--- src/rtl/tdm_offset_aligner.sv ---
module tdm_offset_aligner #(
  parameter int SLOTS_HI = 256
) (
  input  logic                          clk,
  input  logic                          rst_n,
  input  logic                          frame_n,
  input  logic                          din,
  input  logic [1:0]                    rate_sel,
  input  logic                          lsb_first,
  input  logic [2:0]                    offset,
  input  logic                          half_en,
  output logic                          byte_valid,
  output logic [7:0]                    byte_data,
  output logic [$clog2(SLOTS_HI)-1:0]   byte_chan
);
  localparam int FRAME = SLOTS_HI * 8;
  localparam int PW    = $clog2(FRAME);
  localparam int CW    = PW - 3;

  logic [PW-1:0] pos, rel, bitn;
  logic          synced, armed, neg_q, hit_d;
  logic [2:0]    bit_d, mask, phase, sp;
  logic [CW-1:0] slot_d;
  logic [7:0]    shreg, nxt;
  logic          start, live, hit, cap, cd;
  logic [2:0]    cb;
  logic [CW-1:0] cs;

  always_comb begin
    case (rate_sel)
      2'd0:    sp = 3'd0;
      2'd1:    sp = 3'd1;
      2'd2:    sp = 3'd3;
      default: sp = 3'd6;
    endcase
  end

  assign rel   = pos - PW'(offset);
  assign bitn  = rel >> rate_sel;
  assign mask  = 3'((4'd1 << rate_sel) - 4'd1);
  assign phase = rel[2:0] & mask;
  assign start = synced && (rel == '0);
  assign live  = armed || start;
  assign hit   = live && (phase == sp);

  assign cap = half_en ? hit_d  : hit;
  assign cb  = half_en ? bit_d  : bitn[2:0];
  assign cs  = half_en ? slot_d : bitn[PW-1:3];
  assign cd  = half_en ? neg_q  : din;
  assign nxt = lsb_first ? {cd, shreg[7:1]} : {shreg[6:0], cd};

  always_ff @(negedge clk or negedge rst_n)
    if (!rst_n) neg_q <= 1'b0;
    else        neg_q <= din;

  always_ff @(posedge clk or negedge rst_n) begin
    if (!rst_n) begin
      pos        <= '0;
      synced     <= 1'b0;
      armed      <= 1'b0;
      hit_d      <= 1'b0;
      bit_d      <= '0;
      slot_d     <= '0;
      shreg      <= '0;
      byte_valid <= 1'b0;
      byte_data  <= '0;
      byte_chan  <= '0;
    end else begin
      if (!frame_n) begin
        pos    <= '0;
        synced <= 1'b1;
      end else begin
        pos <= pos + 1'b1;
      end
      if (start) armed <= 1'b1;
      hit_d      <= hit;
      bit_d      <= bitn[2:0];
      slot_d     <= bitn[PW-1:3];
      byte_valid <= 1'b0;
      if (cap) begin
        shreg <= nxt;
        if (cb == 3'd7) begin
          byte_valid <= 1'b1;
          byte_data  <= nxt;
          byte_chan  <= cs;
        end
      end
    end
  end

  a_r8_single_strobe: assert property (@(posedge clk) disable iff (!rst_n)
    byte_valid |=> !byte_valid);

  a_r8_chan_range: assert property (@(posedge clk) disable iff (!rst_n)
    byte_valid |-> ({1'b0, byte_chan} < (CW+1)'(SLOTS_HI >> rate_sel)));

  a_r8_hold_between: assert property (@(posedge clk) disable iff (!rst_n)
    !byte_valid |-> ($stable(byte_data) && $stable(byte_chan)));

  a_r1_quiet_before_sync: assert property (@(posedge clk) disable iff (!rst_n)
    !synced |-> !byte_valid);
endmodule

--- config.mk ---
export PLATFORM = sky130hd
export DESIGN_NAME = tdm_offset_aligner
export DESIGN_NICKNAME = d
export VERILOG_FILES = /design/src/rtl/tdm_offset_aligner.sv
export SDC_FILE = /design/constraint.sdc
export NUM_CORES = 1
export LEC_CHECK = 0
export ABC_AREA = 1
export BUFFER_PORTS_ARGS = -buffer_cell sky130_fd_sc_hd__buf_4
export CORE_UTILIZATION = 63
export CTS_CLUSTER_DIAMETER = 40
export DETAILED_ROUTE_END_ITERATION = 10
export MAX_ROUTING_LAYER = met4
export PLACE_DENSITY_LB_ADDON = 0.2
export RECOVER_POWER = 25
export REMOVE_ABC_BUFFERS = 1
export SYNTH_ARGS = -nofsm -noshare
export SYNTH_HDL_FRONTEND = slang
export SYNTH_SLANG_ARGS = --single-unit
--- constraint.sdc ---
create_clock -name clk -period 7.31 [get_ports clk]
set_clock_uncertainty 0.1 [all_clocks]
set_input_delay 0.3655 -clock clk [delete_from_list [all_inputs] [get_ports clk]]
set_output_delay 0.3655 -clock clk [all_outputs]
set_load 0.02 [all_outputs]
After elaboration in Yosys (flattened, before gate mapping)
Index checks and enable logic that the tools add are counted.
{"block": "totals", "word_cells": 36, "latchBits": 0, "n_memories": 0, "inputBits": 11, "rom_bits": 0, "mem_bits_rw": 0, "out_inout_bits": 17, "reg_bits": 51}
{"block": "classes", "n_shift": 2, "n_mux": 9, "n_div": 0, "n_eq_ne": 4, "multipliers": 0, "n_bitwise": 1, "order_cmp": 0, "n_reduce_logical": 6, "n_addsub": 3}
{"op": "$mux 8", "count": 2}
{"op": "$add 11x1->11 const B", "count": 1}
{"op": "$logic_not 11->1", "count": 1}
{"op": "$mux 11", "count": 1}
{"op": "$shr 11x2->11", "count": 1}
{"op": "$sub 11x3->11", "count": 1}
{"op": "$pmux 3 s3", "count": 1}
{"op": "$mux 1", "count": 4}
{"op": "$and 3x3->3", "count": 1}
{"op": "$eq 3x3->1", "count": 1}
{"op": "$eq 3x3->1 const B", "count": 1}
{"op": "$mux 3", "count": 1}
{"op": "$shl 1x2->3 const A", "count": 1}
{"op": "$sub 3x1->3 const B", "count": 1}
{"op": "$eq 2x1->1 const B", "count": 1}
{"op": "$eq 2x2->1 const B", "count": 1}
{"op": "$logic_and 1x1->1", "count": 2}
{"op": "$logic_not 2->1", "count": 1}
{"op": "$reduce_and 2->1", "count": 1}
{"op": "$logic_or 1x1->1", "count": 1}

Longest topological paths before layout
{"block": "depth", "ltp_word": 7, "mapped_depth": 19, "depth_no_buf": 18}

==> results list <==
- 28 I/O pins were placed.
- Remaining antenna violation count after routing: 0
- In this run the power density over the cells is 271 nW/µm².
* Final global-route overflow total: 0
- Final Hold Viols: 0
- Synthesis instantiated 33 different standard cells from the library.
- For this run, the number of Yosys warnings is 0.
- The startpoint identified for the worst hold timing path is frame_n.
- In this run the static leakage power is around 1.7 nW.
- Diodes inserted: 0
- Family with the most delay on the worst path: buffers and inverters
- The first global-routing pass estimated 9.63 mm of wire.
* CTS tree: yes
- The worst setup path is captured at an async pin.
* Worst reg2reg endpoint: byte_data[0]
- Entering global routing, the biggest net connects 52 pins.
* Min-Delay Path Class: input pin to flip-flop
* Initial antenna violation count: 0
- Part of the Yosys area used for sequential elements: ~45%
- Of the cells placed in the final design, the portion with a size suffix greater than 1 is 12.7%.
* Peak ir drop on the vdd network: between 0.0001 and 0.00015 V
- Total wire length after detailed routing: around 5.3 mm
- Power comes to approximately 0.87 mW.
- Skew-Pair Late Insertion Delay: 0.31 ns
- The number of pins with negative max-slew slack in the final report came to 0.
- After clock tree synthesis, the flow added hold-fix buffers numbering 1.
- Across all layers, the routed design uses around 2,400 vias.
* Summed negative setup slack over all endpoints: 0 ns
* Die area: about 4800 µm²
- The worst pin sits at a relative slew slack of 57.1%.
* Reg-to-reg slack, setup: 2.61 ns
- DRC: 0
* Die Span X: 69.5 µm
- For this run, the detailed router's first-pass iteration total came to 4.
* Worst Setup Slack post-DPL: 2.59 ns
- Gates resized during post-CTS repair numbered 0.
- Commonest cells after routing, fill and taps aside: 125 x sky130_fd_sc_hd__nand2_1, 50 x sky130_fd_sc_hd__dfrtp_1, 43 x sky130_fd_sc_hd__nand3_1
- Post-CTS timing repair inserted 0 buffers for setup.
- For the worst setup path, the data required time is just over 4 ns.
- In the global route stage, overall resource usage came out at 25.5%.
* Inserted Clock Buffers: 5
- Commonest non-fill, non-tap cell in the layout: sky130_fd_sc_hd__nand2_1
- Critical R2R Launch: neg_q
- Master of the slowest instance on the critical path: sky130_fd_sc_hd__dlygate4sd3_1
* Maximum buffer depth of the clock tree: 2
- For this block, the initial DRC count from the detailed router was between 100 and 150.
* Hold Slack: 0.180 ns
- Floorplan row count: 24
- Data arrives at the worst endpoint at 1.43 ns.
* Total clock sinks: 51
- The run finished with clean final reports.
- Via count normalized by instance count: between 5 and 6
* Master cell of the clock root buffer: sky130_fd_sc_hd__clkbuf_8
- Height of the die: 69.5 µm
- In the final routed layout, each cell accounts on average for roughly 12 µm.
- The via count of the first global-routing pass was 2,269.
- Synthesis produced 384 cells.
- Nets: 429
- Netlist area before placement: between 2000 and 3000 µm²
- Fill cells in the final layout number ~350.
- In this run the number of H-tree levels came out at 2.
* Worst stage delay on the critical path: 0.53 ns
- Counting both buffers and inverters, the worst setup path holds a total of 2.
- The path with the worst hold slack has its endpoint at synced.
- Fin util: 73.3%
* Max cap viols: 0
- Post-detail-place hpwl: 3.90 mm
- At the end of routability-driven placement, the weighted congestion stood at about 0.9.
- Slew of the pin with the lowest slew margin: ~0.64 ns
- The number of cells on the worst reg-to-reg path is 4.
- Core area: about 4400 µm²
- STA classifies the critical path startpoint as an input pin.
- The worst hold path passes through 2 cells.
- Once the floorplan was initialized, standard cells occupied about 66% of the core.
- Input and output buffers added on the ports amount to 27.
- Mean post-synth cell area: 7.47 µm²
- Setup violations remaining at the end of the flow were counted as 0.
* Setup WS post-layout: around 2.6 ns
- The signal on the critical path passes through dlygate4sd3_1 > buf_4.
* CTS clk-pin slew, worst paths: ~0.09 ns
- Unrepaired setup endpoints after global routing: false
- The critical path in this run is classified as input pin to async pin.
* Maximum fanout along the worst path: 51
* #FFs+latches synth: just over 50
- Growth of design area from synthesis to finish: 11.3%
-- cells by family after synthesis --
| kind of cell | count (synthesis) | synth area share (%) |
|---|---|---|
| AOI/OAI and AO/OA | 48 | 8.73 |
| xor gates and xnor gates | 1 | 0.305 |
| adders and majority gates | 10 | 4.62 |
| buffers and inverters | 53 | 7.77 |
| DFF | 51 | 44.5 |
| muxes | 1 | 0.349 |
| and+or+nand+nor | 220 | 33.7 |
-- flip-flops by register name, summed over array words and instances, names as in the netlist --
signal      flops
byte_chan       8
byte_data       8
shreg           8
pos            11
neg_q           1
hit_d           1
bit_d           3
byte_valid      1
armed           1
slot_d          8
synced          1
-- Yosys cell counts (all sizes together) --
cell type | n | area share, %
a21oi | 12 | 2.1
and2 | 5 | 1.1
and3 | 1 | 0.22
buf | 8 | 1.9
clkbuf | 3 | 0.39
clkinv | 2 | 0.26
dfrtn | 1 | 0.87
dfrtp | 50 | 44
fa | 1 | 0.70
ha | 9 | 3.9
inv | 40 | 5.2
mux2i | 1 | 0.35
nand2 | 130 | 18
nand3 | 44 | 7.9
nand3b | 1 | 0.26
nand4 | 1 | 0.22
nor2 | 28 | 4.4
nor3 | 8 | 1.4
o211ai | 4 | 1.0
o21ai | 32 | 5.6
or2 | 2 | 0.52
xor2 | 1 | 0.31
-- worst max-delay path by stage --
stage                              end  start  cells past startpoint  slack (ns)
after floorplan           byte_data[0]  neg_q                      4        2.70
after global placement        shreg[0]  neg_q                      4        2.65
after detailed placement  byte_data[0]  neg_q                      4        2.59
after CTS                        neg_q  rst_n                      2        2.57
after global routing             neg_q  rst_n                      2        2.46
final                            neg_q  rst_n                      2        2.60
-- cell type report --
class                           instances  area [µm²]  share of cell area [%]
Tap cell                               52        65.1                    2.04
Timing Repair Buffer                   28         213                    6.66
Inverter                               42         158                    4.94
Clock buffer                            5        68.8                    2.16
Clock inverter                          3        43.8                    1.37
Multi-Input combinational cell        280        1370                    42.9
Sequential cell                        51        1280                    40.0
-- metrics by stage --
step / cells / cell area [µm²]
CTS: 461 / 3190
global route: 461 / 3190
global placement: 452 / 3070
detailed placement: 452 / 3070
finish: 461 / 3190
floorplan: 373 / 2800
-- worst register-to-register path: stages (launching register included) --
cell,delay (ns)
sky130_fd_sc_hd__dfrtn_1,0.39
sky130_fd_sc_hd__mux2i_1,0.08
sky130_fd_sc_hd__o21ai_0,0.22
sky130_fd_sc_hd__nand3_1,0.11
sky130_fd_sc_hd__nand2_1,0.10
-- per-layer routing --
layer  GRT usage [%]  up-vias  wire length (µm)
met5               -        -                 0
met1            32.6     1064              2600
met3            3.20       13               156
met4            9.98        0               108
li1                -     1275                 -
met2            41.5       41              2470
-- power by group --
part           internal, mW  switching [mW]  total (mW)  leakage [nW]
Sequential            0.350          0.0325       0.382         0.646
Combinational         0.111           0.177       0.288          1.03
Clock                 0.102          0.0946       0.197        0.0581
Total                 0.562           0.304       0.866          1.74
(Power assumes the default switching activity.)
